$ cat config.mk
export PLATFORM = sky130hd
export DESIGN_NAME = swallow_divider
export DESIGN_NICKNAME = d
export VERILOG_FILES = /design/src/rtl/sd_pkg.sv /design/src/rtl/sd_word_decode.sv /design/src/rtl/sd_prescaler.sv /design/src/rtl/sd_swallow_ctrl.sv /design/src/rtl/swallow_divider.sv
export SDC_FILE = /design/constraint.sdc
export NUM_CORES = 1
export LEC_CHECK = 0
export ABC_CLOCK_PERIOD_IN_PS = 3600
export BUFFER_PORTS_ARGS = -buffer_cell sky130_fd_sc_hd__buf_2
export CAP_MARGIN = 15
export CORE_MARGIN = 8
export CORE_UTILIZATION = 26
export CTS_CLUSTER_DIAMETER = 120
export DETAILED_ROUTE_END_ITERATION = 8
export SLEW_MARGIN = 40
export SYNTH_ARGS = -nofsm -noshare
export SYNTH_HDL_FRONTEND = slang
export SYNTH_SLANG_ARGS = --single-unit
export TNS_END_PERCENT = 100
$ cat constraint.sdc
create_clock -name clk -period 3.6 [get_ports clk]
set_clock_uncertainty 0.15 [all_clocks]
set_input_delay 0.18 -clock clk [delete_from_list [all_inputs] [get_ports clk]]
set_output_delay 0.18 -clock clk [all_outputs]
set_load 0.01 [all_outputs]
$ cat src/rtl/sd_pkg.sv
package sd_pkg;
  typedef enum logic {
    PH_IDLE = 1'b0,
    PH_RUN  = 1'b1
  } sd_phase_e;

  localparam int SD_B_MIN = 3;
endpackage

$ cat src/rtl/sd_word_decode.sv
module sd_word_decode #(
  parameter int A_W      = 7,
  parameter int B_W      = 11,
  parameter int MODE_W   = 2,
  parameter int SEL_W    = 2,
  parameter int P_LOG2   = 6,
  parameter logic [SEL_W-1:0] ADDR = '0,
  localparam int WORD_W  = MODE_W + B_W + A_W + SEL_W
) (
  input  logic [WORD_W-1:0] word,
  output logic [A_W-1:0]    a_val,
  output logic [B_W-1:0]    b_val,
  output logic [MODE_W-1:0] mode_val,
  output logic              hit,
  output logic              legal
);
  localparam int SEL_LO  = 0;
  localparam int A_LO    = SEL_LO + SEL_W;
  localparam int B_LO    = A_LO + A_W;
  localparam int MODE_LO = B_LO + B_W;

  logic [SEL_W-1:0] sel_val;
  logic             a_below_p;
  logic             b_ok;
  logic             a_below_b;

  assign sel_val  = word[A_LO-1:SEL_LO];
  assign a_val    = word[B_LO-1:A_LO];
  assign b_val    = word[MODE_LO-1:B_LO];
  assign mode_val = word[WORD_W-1:MODE_LO];

  assign hit = (sel_val == ADDR);

  generate
    if (P_LOG2 >= A_W) begin : g_a_always_fits
      assign a_below_p = 1'b1;
    end else begin : g_a_bounded
      assign a_below_p = (a_val < A_W'(2**P_LOG2));
    end
  endgenerate

  assign b_ok      = (b_val >= B_W'(sd_pkg::SD_B_MIN));
  assign a_below_b = (B_W'(a_val) < b_val);
  assign legal     = b_ok && a_below_p && a_below_b;
endmodule

$ cat src/rtl/sd_prescaler.sv
module sd_prescaler #(
  parameter int P_LOG2 = 6,
  localparam int CW    = P_LOG2 + 1
) (
  input  logic clk,
  input  logic rst,
  input  logic en,
  input  logic start,
  input  logic next_hi,
  output logic tc
);
  localparam logic [CW-1:0] CNT_HI = CW'(2**P_LOG2);
  localparam logic [CW-1:0] CNT_LO = CNT_HI - CW'(1);

  logic [CW-1:0] cnt_q;

  assign tc = en && (cnt_q == '0);

  always_ff @(posedge clk) begin
    if (rst) begin
      cnt_q <= '0;
    end else if (start || tc) begin
      cnt_q <= next_hi ? CNT_HI : CNT_LO;
    end else if (en) begin
      cnt_q <= cnt_q - CW'(1);
    end
  end
endmodule

$ cat src/rtl/sd_swallow_ctrl.sv
module sd_swallow_ctrl #(
  parameter int A_W = 7,
  parameter int B_W = 11
) (
  input  logic           clk,
  input  logic           rst,
  input  logic           start,
  input  logic           tc,
  input  logic [A_W-1:0] ld_a,
  input  logic [B_W-1:0] ld_b,
  output logic           next_hi,
  output logic           period_end,
  output logic [A_W-1:0] a_cnt,
  output logic [B_W-1:0] b_cnt
);
  logic [A_W-1:0] a_nxt;
  logic [B_W-1:0] b_nxt;

  assign period_end = tc && (b_cnt == B_W'(1));

  always_comb begin
    a_nxt = a_cnt;
    b_nxt = b_cnt;
    if (start || period_end) begin
      a_nxt = ld_a;
      b_nxt = ld_b;
    end else if (tc) begin
      b_nxt = b_cnt - B_W'(1);
      a_nxt = (a_cnt == '0) ? '0 : a_cnt - A_W'(1);
    end
  end

  assign next_hi = (a_nxt != '0);

  always_ff @(posedge clk) begin
    if (rst) begin
      a_cnt <= '0;
      b_cnt <= '0;
    end else begin
      a_cnt <= a_nxt;
      b_cnt <= b_nxt;
    end
  end
endmodule

$ cat src/rtl/swallow_divider.sv
module swallow_divider #(
  parameter int A_W      = 7,
  parameter int B_W      = 11,
  parameter int MODE_W   = 2,
  parameter int SEL_W    = 2,
  parameter int PRESCALE_LOG2 = 6,
  parameter logic [SEL_W-1:0] DIV_ADDR = '0,
  localparam int WORD_W  = MODE_W + B_W + A_W + SEL_W
) (
  input  logic              clk,
  input  logic              rst,
  input  logic              load,
  input  logic [WORD_W-1:0] prog_word,
  output logic              div_pulse,
  output logic              cfg_err
);
  import sd_pkg::*;

  logic [A_W-1:0]    dec_a;
  logic [B_W-1:0]    dec_b;
  logic [MODE_W-1:0] dec_mode;
  logic              dec_hit;
  logic              dec_legal;

  sd_phase_e         phase_q;
  logic              running;
  logic [A_W-1:0]    act_a, pend_a, ld_a;
  logic [B_W-1:0]    act_b, pend_b, ld_b;
  logic              pend_v;
  logic              accept, reject, start;
  logic              tc, next_hi, period_end;
  logic [A_W-1:0]    a_cnt_w;
  logic [B_W-1:0]    b_cnt_w;

  sd_word_decode #(
    .A_W(A_W), .B_W(B_W), .MODE_W(MODE_W), .SEL_W(SEL_W),
    .P_LOG2(PRESCALE_LOG2), .ADDR(DIV_ADDR)
  ) u_dec (
    .word(prog_word), .a_val(dec_a), .b_val(dec_b), .mode_val(dec_mode),
    .hit(dec_hit), .legal(dec_legal)
  );

  assign running = (phase_q == PH_RUN);
  assign accept  = load && dec_hit && dec_legal;
  assign reject  = load && dec_hit && !dec_legal;
  assign start   = accept && !running;

  // Reload source: a fresh word on start, else any pending word, else the live ratio.
  always_comb begin
    if (start) begin
      ld_a = dec_a;
      ld_b = dec_b;
    end else if (pend_v) begin
      ld_a = pend_a;
      ld_b = pend_b;
    end else begin
      ld_a = act_a;
      ld_b = act_b;
    end
  end

  sd_swallow_ctrl #(.A_W(A_W), .B_W(B_W)) u_swallow (
    .clk(clk), .rst(rst), .start(start), .tc(tc),
    .ld_a(ld_a), .ld_b(ld_b), .next_hi(next_hi), .period_end(period_end),
    .a_cnt(a_cnt_w), .b_cnt(b_cnt_w)
  );

  sd_prescaler #(.P_LOG2(PRESCALE_LOG2)) u_pres (
    .clk(clk), .rst(rst), .en(running), .start(start),
    .next_hi(next_hi), .tc(tc)
  );

  always_ff @(posedge clk) begin
    if (rst) begin
      phase_q   <= PH_IDLE;
      act_a     <= '0;
      act_b     <= '0;
      pend_a    <= '0;
      pend_b    <= '0;
      pend_v    <= 1'b0;
      cfg_err   <= 1'b0;
      div_pulse <= 1'b0;
    end else begin
      div_pulse <= period_end;
      if (reject) begin
        cfg_err <= 1'b1;
      end else if (accept) begin
        cfg_err <= 1'b0;
      end
      if (start) begin
        phase_q <= PH_RUN;
        act_a   <= dec_a;
        act_b   <= dec_b;
      end else begin
        if (period_end && pend_v) begin
          act_a  <= pend_a;
          act_b  <= pend_b;
          pend_v <= 1'b0;
        end
        if (accept) begin
          pend_a <= dec_a;
          pend_b <= dec_b;
          pend_v <= 1'b1;
        end
      end
    end
  end
endmodule

==> impl_metrics.env, run 1 <==
export IMPL_async_flop_share=0
export IMPL_postSynthAreaPerCell_um2=8.02
export IMPL_cts_clk_slew_worst_paths_ps=50
export IMPL_path_max_fanout=12
export IMPL_cts_path_max_buffers=2
export IMPL_layout_cells_non_filler=660
export IMPL_finalCritPeriodShare=0.876
export IMPL_die_y_um=134
export IMPL_cts_resized=0
export IMPL_fp_dieArea_um2=17800
export IMPL_max_slew_margin=0.520
export IMPL_start_kind="primary input"
export IMPL_worstPathRequired_ps=3700
export IMPL_initial_core_util=0.263
export IMPL_synth_edf_count=0
export IMPL_synth_seq_cells=65
export IMPL_synth_most_common_cell="nor2_1"
export IMPL_switchingPower_w=0.000479
export IMPL_grt_usage=0.114
export IMPL_place_inst=636
export IMPL_fin_ws_ps=446
export IMPL_cts_tree="yes"
export IMPL_yosysTopAreaCell="dfxtp_1"
export IMPL_routed_via_density=5.07
export IMPL_route_antenna_remaining_nets=0
export IMPL_dpl_worst_slack_ps=617
export IMPL_cpMaxStageDelayCell="dlygate4sd3_1"
export IMPL_dr_total_vias=3343
export IMPL_io_pins=27
export IMPL_synth_main_ff_cell="dfxtp_1"
export IMPL_swShare=0.251
export IMPL_yosysSeqAreaShare=0.362
export IMPL_coreArea_um2=13700
export IMPL_hp_class="primary input to flip-flop"
export IMPL_area_growth_pct=20.1
export IMPL_slowest_delay_ps=540
export IMPL_rsz0062_at_grt="false"
export IMPL_gp_congestion=0.830
export IMPL_drc_errors=0
export IMPL_routed_wl_mm=9.85
export IMPL_antenna_found_initial=0
export IMPL_fmax_mhz=317
export IMPL_p_per_area_nw_per_um2=442
export IMPL_ys_top_cells_by_area="dfxtp_1, mux2i_1, nor2_1"
export IMPL_overflow=0
export IMPL_drive_above_1_share=0.142
export IMPL_fin_crit_ps=3150
export IMPL_crit_chain="dlygate4sd3_1, buf_2, or4_4, o31ai_1, or2_2, mux2i_1, and3b_1, nand3_2, a311oi_2"
export IMPL_cts_root_buffer="clkbuf_16"
export IMPL_fin_area_um2=4310
export IMPL_setup_tns_ps=0
export IMPL_grt_pass1_wl_mm=16.4
export IMPL_worstSetupPathType="primary input to flip-flop"
export IMPL_clock_latency_ps=340
export IMPL_synth_nets=483
export IMPL_fin_nets=511
export IMPL_dpl_hpwl_mm=7.04
export IMPL_wl_per_cell_um=14.9
export IMPL_grt_pass1_vias=3283
export IMPL_power_internal_w=0.00143
export IMPL_dieWidth_um=134
export IMPL_finalMaxSlewViolations=0
export IMPL_yosys_warnings=0
export IMPL_yosys_top_cells_count="nor2_1, dfxtp_1, nand2_1"
export IMPL_hold_viol_final=0
export IMPL_peakVddDrop_v=0.000272
export IMPL_post_dp_cell_area_um2=3930
export IMPL_p_clk_frac=0.458
export IMPL_end_kind="flip-flop"
export IMPL_pwr_share_comb=0.138
export IMPL_diodes=0
export IMPL_clkSinkCount=65
export IMPL_p_leak_nw=1.63
export IMPL_hold_slack_ps=3.62
export IMPL_tightest_slew_ps=720
export IMPL_drt_iter0_drc=203
export IMPL_cp_data_arrival_time_ps=3250
export IMPL_grt_max_degree=39
export IMPL_netlist_instances=448
export IMPL_pwr_share_seq=0.404
export IMPL_syn_area_um2=3590
export IMPL_firstDrtPassIters=5
export IMPL_yosys_area_top_type_share=0.362
export IMPL_row_count=43
export IMPL_portBuffers=24
export IMPL_outcome="finished clean"
export IMPL_synth_cell_type_count=52
export IMPL_setup_viol=0
export IMPL_h_tree_depth=3
export IMPL_maxCapViolCount=0
export IMPL_cts_buffers=9
-- power groups by stage --
stage | combinational, W | clock, W | sequential (W)
after floorplan | 0.000189 | 0 | 0.000779
after global placement | 0.000249 | 0 | 0.000783
after detailed placement | 0.000254 | 0 | 0.000784
after CTS | 0.000263 | 0.000895 | 0.000769
after global routing | 0.000295 | 0.000925 | 0.000773
final | 0.000263 | 0.000872 | 0.000770
-- area by class of cell --
class,instances,area (µm²)
Fill cell,1468,9350
Tap cell,180,225
Clock inverter,3,40.0
Timing Repair Buffer,45,313
Inverter,15,56.3
Multi-Input combinational cell,340,2120
Clock buffer,12,256
Sequential cell,65,1300
-- stage by stage --
step	total power [W]	util
2_1_floorplan	0.000968	-
3_3_place_gp	0.00103	0.287
3_5_place_dp	0.00104	0.287
4_1_cts	0.00193	0.316
5_1_grt	0.00199	0.316
6_report	0.00190	0.316
-- routing by layer --
layer / up-vias / track usage / share of wire
met5: - / 0 / 0
met4: 0 / 0.0611 / 0.022
met3: 18 / 0.0248 / 0.050
met2: 94 / 0.180 / 0.46
met1: 1565 / 0.141 / 0.47
li1: 1666 / - / -
-- repair_timing --
item / CTS / global route
setup endpoints to repair: 0 / 0
hold buffers: 9 / 0
endpoints found under the hold margin: 11 / 0
buffers inserted: 0 / 0
-- worst paths after layout --
kind                      to  depth (start not counted)       startpoint  slack, ps
max          u_pres.cnt_q[1]                          9    prog_word[18]        450
min                pend_a[2]                          3     prog_word[4]          4
max reg2reg  u_pres.cnt_q[1]                          8  u_pres.cnt_q[2]        580
min reg2reg         act_a[6]                          2         act_a[6]        320
-- kinds of logic (layout without fill, tap and decap cells) --
logic type      after synthesis  in the layout  share of synthesized area
buf+inv                      43             75                     0.0481
simple gates                180            180                      0.242
mux                          34             34                     0.0958
xor+xnor                      5              5                     0.0122
fa+ha+maj                    10             10                     0.0348
flops                        65             65                      0.362
compound gates              111            111                      0.205
-- critical path: cells and delay by family --
| family | cells | cell delay, ps |
|---|---|---|
| AND/OR/NAND/NOR | 4 | 1320 |
| AO/OA/AOI/OAI | 2 | 780 |
| buffers and inverters | 2 | 690 |
| multiplexers | 1 | 260 |
-- state kept, by name, summed over array words and instances, names as in the netlist --
signal	flops
act_a	7
act_b	11
cfg_err	1
div_pulse	1
pend_a	7
pend_b	11
pend_v	1
phase_q	1
u_pres.cnt_q	7
u_swallow.a_cnt	7
u_swallow.b_cnt	11
-- layout by cell type (no fill, tap or decap), types with 12 or more instances in the layout --
master     n
nor2_1    65
dfxtp_1   65
nand2_1   53
a21oi_1   32
mux2i_1   31
buf_2     24
a211oi_1  21
o21ai_0   20
inv_1     15
a311oi_1  12
Power figures use the tool's default switching activity.
==> inputs of run 2 (changes only) <==
CORE_UTILIZATION = 45   (was 26)
PLACE_DENSITY = 0.72   (was not set)
==> run 2 against run 1 <==
Against the previous run:
- worst hold slack better by 150 ps
- flip-flop and latch count stayed put
- sequential share of layout area is 0.36 points higher
- largest cell class unchanged
==> impl_metrics.env, run 2 (synthesis results as in run 1) <==
export IMPL_clock_latency_ps=350
export IMPL_routed_wl_mm=9.63
export IMPL_hp_class="primary input to flip-flop"
export IMPL_hold_end="pend_b[0]"
export IMPL_grt_pass1_wl_mm=15.7
export IMPL_outcome="finished clean"
export IMPL_final_cell_mix="nor2_1, dfxtp_1, nand2_1"
export IMPL_coreArea_um2=7730
export IMPL_cts_root_buffer="clkbuf_8"
export IMPL_drt_iter0_drc=182
export IMPL_min_path_cells=2
export IMPL_drive_above_1_share=0.143
export IMPL_gp_congestion=0.897
export IMPL_reg_top3="act_b: 11 flops, pend_b: 11 flops, u_swallow.b_cnt: 11 flops"
export IMPL_p_clk_frac=0.431
export IMPL_dpl_worst_slack_ps=569
export IMPL_worstSetupPathType="primary input to flip-flop"
export IMPL_routed_via_density=5.87
export IMPL_wl_per_cell_um=16.2
export IMPL_grt_max_degree=52
export IMPL_swShare=0.264
export IMPL_fin_nets=521
export IMPL_finalCritPeriodShare=0.875
export IMPL_setup_tns_ps=0
export IMPL_switchingPower_w=0.000481
export IMPL_hold_viol_final=0
export IMPL_grt_pass1_vias=3298
export IMPL_initial_core_util=0.465
export IMPL_path_max_fanout=8
export IMPL_drc_errors=0
export IMPL_worstReg2RegEnd="u_pres.cnt_q[0]"
export IMPL_fin_crit_ps=3150
export IMPL_cts_clk_slew_worst_paths_ps=70
export IMPL_r2r_start="u_pres.cnt_q[0]"
export IMPL_reg2reg_depth=11
export IMPL_h_tree_depth=3
export IMPL_fmax_mhz=317
export IMPL_peakVddDrop_v=0.000231
export IMPL_start_kind="primary input"
export IMPL_route_antenna_remaining_nets=0
export IMPL_holdCritStartpoint="rst"
export IMPL_antenna_found_initial=0
export IMPL_fp_dieArea_um2=11100
export IMPL_cts_buffers=9
export IMPL_dr_total_vias=3479
export IMPL_worstPathRequired_ps=3710
export IMPL_power_internal_w=0.00135
export IMPL_grt_usage=0.171
export IMPL_cp_data_arrival_time_ps=3260
export IMPL_end_kind="flip-flop"
export IMPL_io_pins=27
export IMPL_pwr_share_comb=0.149
export IMPL_tightest_slew_ps=567
export IMPL_rsz0062_at_grt="false"
export IMPL_row_count=32
export IMPL_overflow=0
export IMPL_setup_viol=0
export IMPL_clkSinkCount=65
export IMPL_p_per_area_nw_per_um2=429
export IMPL_fin_area_um2=4260
export IMPL_fin_ws_ps=450
export IMPL_pwr_share_seq=0.421
export IMPL_p_leak_nw=1.64
export IMPL_diodes=0
export IMPL_cts_tree="yes"
export IMPL_post_dp_cell_area_um2=3820
export IMPL_maxCapViolCount=0
export IMPL_area_growth_pct=18.6
export IMPL_finalMaxSlewViolations=0
export IMPL_cts_path_max_buffers=2
export IMPL_dieWidth_um=105
export IMPL_portBuffers=24
export IMPL_max_slew_margin=0.622
export IMPL_finalPower_w=0.00183
export IMPL_reg2reg_slack_ps=530
export IMPL_firstDrtPassIters=4
export IMPL_die_y_um=105
export IMPL_dpl_hpwl_mm=6.52
==> run 2: cell types whose count changed in the layout (fill, tap and decap cells not counted), sizes merged <==
cell / before / now
dlygate4sd3: 9 / 19
bufinv: 1 / 3
clkbuf: 12 / 10
clkinvlp: 0 / 1
==> run 2: layer usage <==
metal  track usage  part of all wire  vias to the layer above
met2         0.281              0.47                      105
met5             0                 0                        -
met1         0.204              0.44                     1658
met4        0.0968             0.030                        0
li1              -                 -                     1691
met3        0.0335             0.057                       25
==> run 2: worst max path at each step <==
stage,depth (start not counted),start,slack [ps],endpoint
6_report,9,prog_word[16],450,u_pres.cnt_q[0]
5_1_grt,12,prog_word[11],290,u_pres.cnt_q[0]
3_5_place_dp,11,u_pres.cnt_q[0],570,u_pres.cnt_q[1]
3_3_place_gp,11,u_pres.cnt_q[0],690,u_pres.cnt_q[1]
4_1_cts,9,prog_word[16],510,u_pres.cnt_q[0]
2_1_floorplan,10,prog_word[11],1090,pend_a[0]
==> run 2: power by group through the flow <==
stage	Clock (W)	Sequential, W	Combinational (W)
2_1_floorplan	0	0.000779	0.000189
3_3_place_gp	0	0.000783	0.000244
3_5_place_dp	0	0.000785	0.000251
4_1_cts	0.000800	0.000768	0.000269
5_1_grt	0.000826	0.000772	0.000301
6_report	0.000786	0.000769	0.000271
==> run 2: area by class of cell <==
cell class	instances	area [µm²]
Multi-Input combinational cell	340	2120
Clock buffer	10	138
Timing Repair Buffer	55	403
Tap cell	102	128
Fill cell	684	3470
Clock inverter	6	115
Sequential cell	65	1300
Inverter	15	56.3
==> run 2: timing repair <==
| item | 4_1_cts | 5_1_grt |
|---|---|---|
| endpoints found under the hold margin | 31 | 0 |
| resized for setup | 0 | 0 |
| setup buffers | 0 | 0 |
| hold buffers | 19 | 0 |
==> run 2: worst max-delay path, stage by stage <==
cell and delay [ps]:
dlygate4sd3_1 540, buf_2 160, or4_4 580, o31ai_1 480
or2_2 300, mux2i_1 270, and3b_1 260, nand3_2 190
a311oi_2 290
==> run 2: through the flow <==
step / utilization / std cells / hold WS [ps]
after CTS: 0.551 / 593 / 138
after detailed placement: 0.494 / 558 / 302
after global routing: 0.551 / 593 / 168
after global placement: 0.494 / 558 / 293
after floorplan: - / 448 / 171
final: 0.551 / 593 / 155
==> inputs of run 3 (changes only) <==
ABC_AREA = 1   (was not set)
ABC_CLOCK_PERIOD_IN_PS = not set   (was 3600)
==> run 3 against run 2 <==
Against the previous run:
- wire length decreased by 5.0%
- flip-flop and latch count unchanged
- synthesized area increased by 0.49%
- first-iteration DRC count decreased by 26%
- die area increased by 0.42%
- core utilization decreased by 4.1 points
- worst hold slack got worse by 150 ps
- non-clock buffer count decreased by 27
- cell count increased by 7.9%
- total power decreased by 14%
- critical endpoint is now u_swallow.b_cnt[10]
- largest cell class unchanged
- largest power group is now registers
==> impl_metrics.env, run 3 <==
export IMPL_outcome="finished clean"
export IMPL_fin_nets=569
export IMPL_reg2reg_depth=13
export IMPL_worstSetupPathType="primary input to flip-flop"
export IMPL_routed_via_density=5.40
export IMPL_yosys_top_cells_count="nand2_1, dfxtp_1, inv_1"
export IMPL_synth_most_common_cell="nand2_1"
export IMPL_yosysSeqAreaShare=0.360
export IMPL_area_growth_pct=9.84
export IMPL_cts_buffers=9
export IMPL_rsz0062_at_grt="false"
export IMPL_drt_iter0_drc=135
export IMPL_finalCritPeriodShare=0.757
export IMPL_r2r_start="u_pres.cnt_q[0]"
export IMPL_setup_viol=0
export IMPL_yosys_area_top_type_share=0.360
export IMPL_path_buf_inv=4
export IMPL_synth_seq_cells=65
export IMPL_fmax_mhz=367
export IMPL_grt_pass1_vias=3361
export IMPL_cp_data_arrival_time_ps=2790
export IMPL_post_dp_cell_area_um2=3750
export IMPL_min_path_cells=3
export IMPL_grt_max_degree=37
export IMPL_cts_tree="yes"
export IMPL_cts_clk_slew_worst_paths_ps=70
export IMPL_syn_area_um2=3610
export IMPL_portBuffers=24
export IMPL_setup_tns_ps=0
export IMPL_final_util=0.510
export IMPL_setup_worst_path_end="u_swallow.b_cnt[10]"
export IMPL_hp_class="primary input to flip-flop"
export IMPL_final_cell_mix="nand2_1, dfxtp_1, inv_1"
export IMPL_worstReg2RegEnd="u_pres.cnt_q[6]"
export IMPL_dr_total_vias=3453
export IMPL_clkSinkCount=65
export IMPL_dieWidth_um=106
export IMPL_crit_chain="dlygate4sd3_1, buf_2, ha_1, nand2_1, inv_1, nand2_1, nor2_1, nand2_1, nand2_1, nor2_4, nand3_4, nand2_4, inv_1, o21ai_0, a21oi_1"
export IMPL_path_max_fanout=18
export IMPL_netlist_instances=515
export IMPL_drive_above_1_share=0.126
export IMPL_grt_pass1_wl_mm=15.5
export IMPL_finalMaxSlewViolations=0
export IMPL_gp_congestion=0.837
export IMPL_synth_cell_type_count=40
export IMPL_hold_viol_final=0
export IMPL_die_y_um=106
export IMPL_routed_wl_mm=9.14
export IMPL_tightest_slew_ps=746
export IMPL_coreArea_um2=7770
export IMPL_worst_path_stages=15
export IMPL_crit_family="simple AND/OR/NAND/NOR gates"
export IMPL_h_tree_depth=3
export IMPL_async_flop_share=0
export IMPL_slowest_delay_ps=520
export IMPL_crit_start="prog_word[5]"
export IMPL_dpl_hpwl_mm=6.43
export IMPL_synth_edf_count=0
export IMPL_p_per_area_nw_per_um2=398
export IMPL_wl_per_cell_um=14.3
export IMPL_end_kind="flip-flop"
export IMPL_max_slew_margin=0.502
export IMPL_drc_errors=0
export IMPL_synth_nets=550
export IMPL_worstPathRequired_ps=3670
export IMPL_reg2reg_slack_ps=950
export IMPL_initial_core_util=0.465
export IMPL_peakVddDrop_v=0.000225
export IMPL_grt_usage=0.169
export IMPL_fin_crit_ps=2720
export IMPL_ys_top_cells_by_area="dfxtp_1, nand2_1, o21ai_0"
export IMPL_start_kind="primary input"
export IMPL_firstDrtPassIters=5
export IMPL_cts_path_max_buffers=2
export IMPL_p_leak_nw=1.68
export IMPL_yosys_warnings=0
export IMPL_clock_latency_ps=340
export IMPL_cts_root_buffer="clkbuf_8"
export IMPL_diodes=0
export IMPL_path_common_cell="nand2_1"
export IMPL_io_pins=27
export IMPL_row_count=32
export IMPL_reg_top3="act_b: 11 flops, pend_b: 11 flops, u_swallow.b_cnt: 11 flops"
export IMPL_overflow=0
export IMPL_yosysTopAreaCell="dfxtp_1"
export IMPL_cts_resized=0
export IMPL_synth_main_ff_cell="dfxtp_1"
export IMPL_fin_area_um2=3970
export IMPL_route_antenna_remaining_nets=0
export IMPL_maxCapViolCount=0
export IMPL_postSynthAreaPerCell_um2=7.01
export IMPL_fp_dieArea_um2=11100
export IMPL_layout_commonest_cell="nand2_1"
export IMPL_cpMaxStageDelayCell="dlygate4sd3_1"
export IMPL_finalPower_w=0.00158
export IMPL_antenna_found_initial=0
## run 3: worst min path at each step
stage / slack, ps / startpoint / endpoint
finish: 8 / prog_word[14] / pend_b[5]
global route: 7 / prog_word[6] / pend_a[4]
CTS: 0.03 / prog_word[15] / pend_b[6]
detailed placement: 290 / pend_b[7] / pend_b[7]
global placement: 290 / pend_b[10] / pend_b[10]
floorplan: 200 / prog_word[5] / pend_a[3]
## run 3: stage by stage
stage,setup slack (ps),hold WS (ps),cells
floorplan,1630,195,515
global placement,1020,289,622
detailed placement,983,294,622
CTS,908,0.0320,640
global route,716,6.79,640
finish,876,7.97,640
## run 3: layout make-up
type / count / area [µm²]
well taps: 102 / 128
clock inverters: 3 / 15.0
clock buffers: 12 / 165
inverters: 66 / 255
fillers: 768 / 3800
multi-input cells: 364 / 1940
flip-flops and latches: 65 / 1300
repair buffers: 28 / 158
## run 3: worst register-to-register path: stages (launching register included)
cell and delay, ps:
dfxtp_1 310, inv_1 80, ha_1 210, nand3_1 150, inv_2 110, nand3_4 230, nor3_4 410, inv_4 120
nand3_1 120, nand3_1 140, nor2_1 160, nand3_2 160, nand2_1 120, a21oi_2 50
## run 3: layer usage
layer / global-route usage / vias up / wire length [µm]
met5: 0 / - / 0
met4: 0.0864 / 0 / 181
met3: 0.0225 / 11 / 318
met2: 0.277 / 87 / 4290
met1: 0.212 / 1594 / 4350
li1: - / 1761 / -
## run 3: timing repair
item | in CTS | in global routing
buffers inserted | 0 | 0
hold buffers | 3 | 0
hold endpoints to repair | 3 | 0
## run 3: power breakdown
part	internal [W]	total, W	switching [W]
sequential	0.000740	0.000759	0.0000185
combinational	0.0000918	0.000248	0.000156
clock	0.000299	0.000571	0.000272
## run 3: logic make-up after synthesis
kind of cell / synth area share
compound gates: 0.205
xor+xnor: 0.0194
simple gates: 0.279
buf+inv: 0.101
fa+ha+maj: 0.0347
flops: 0.360
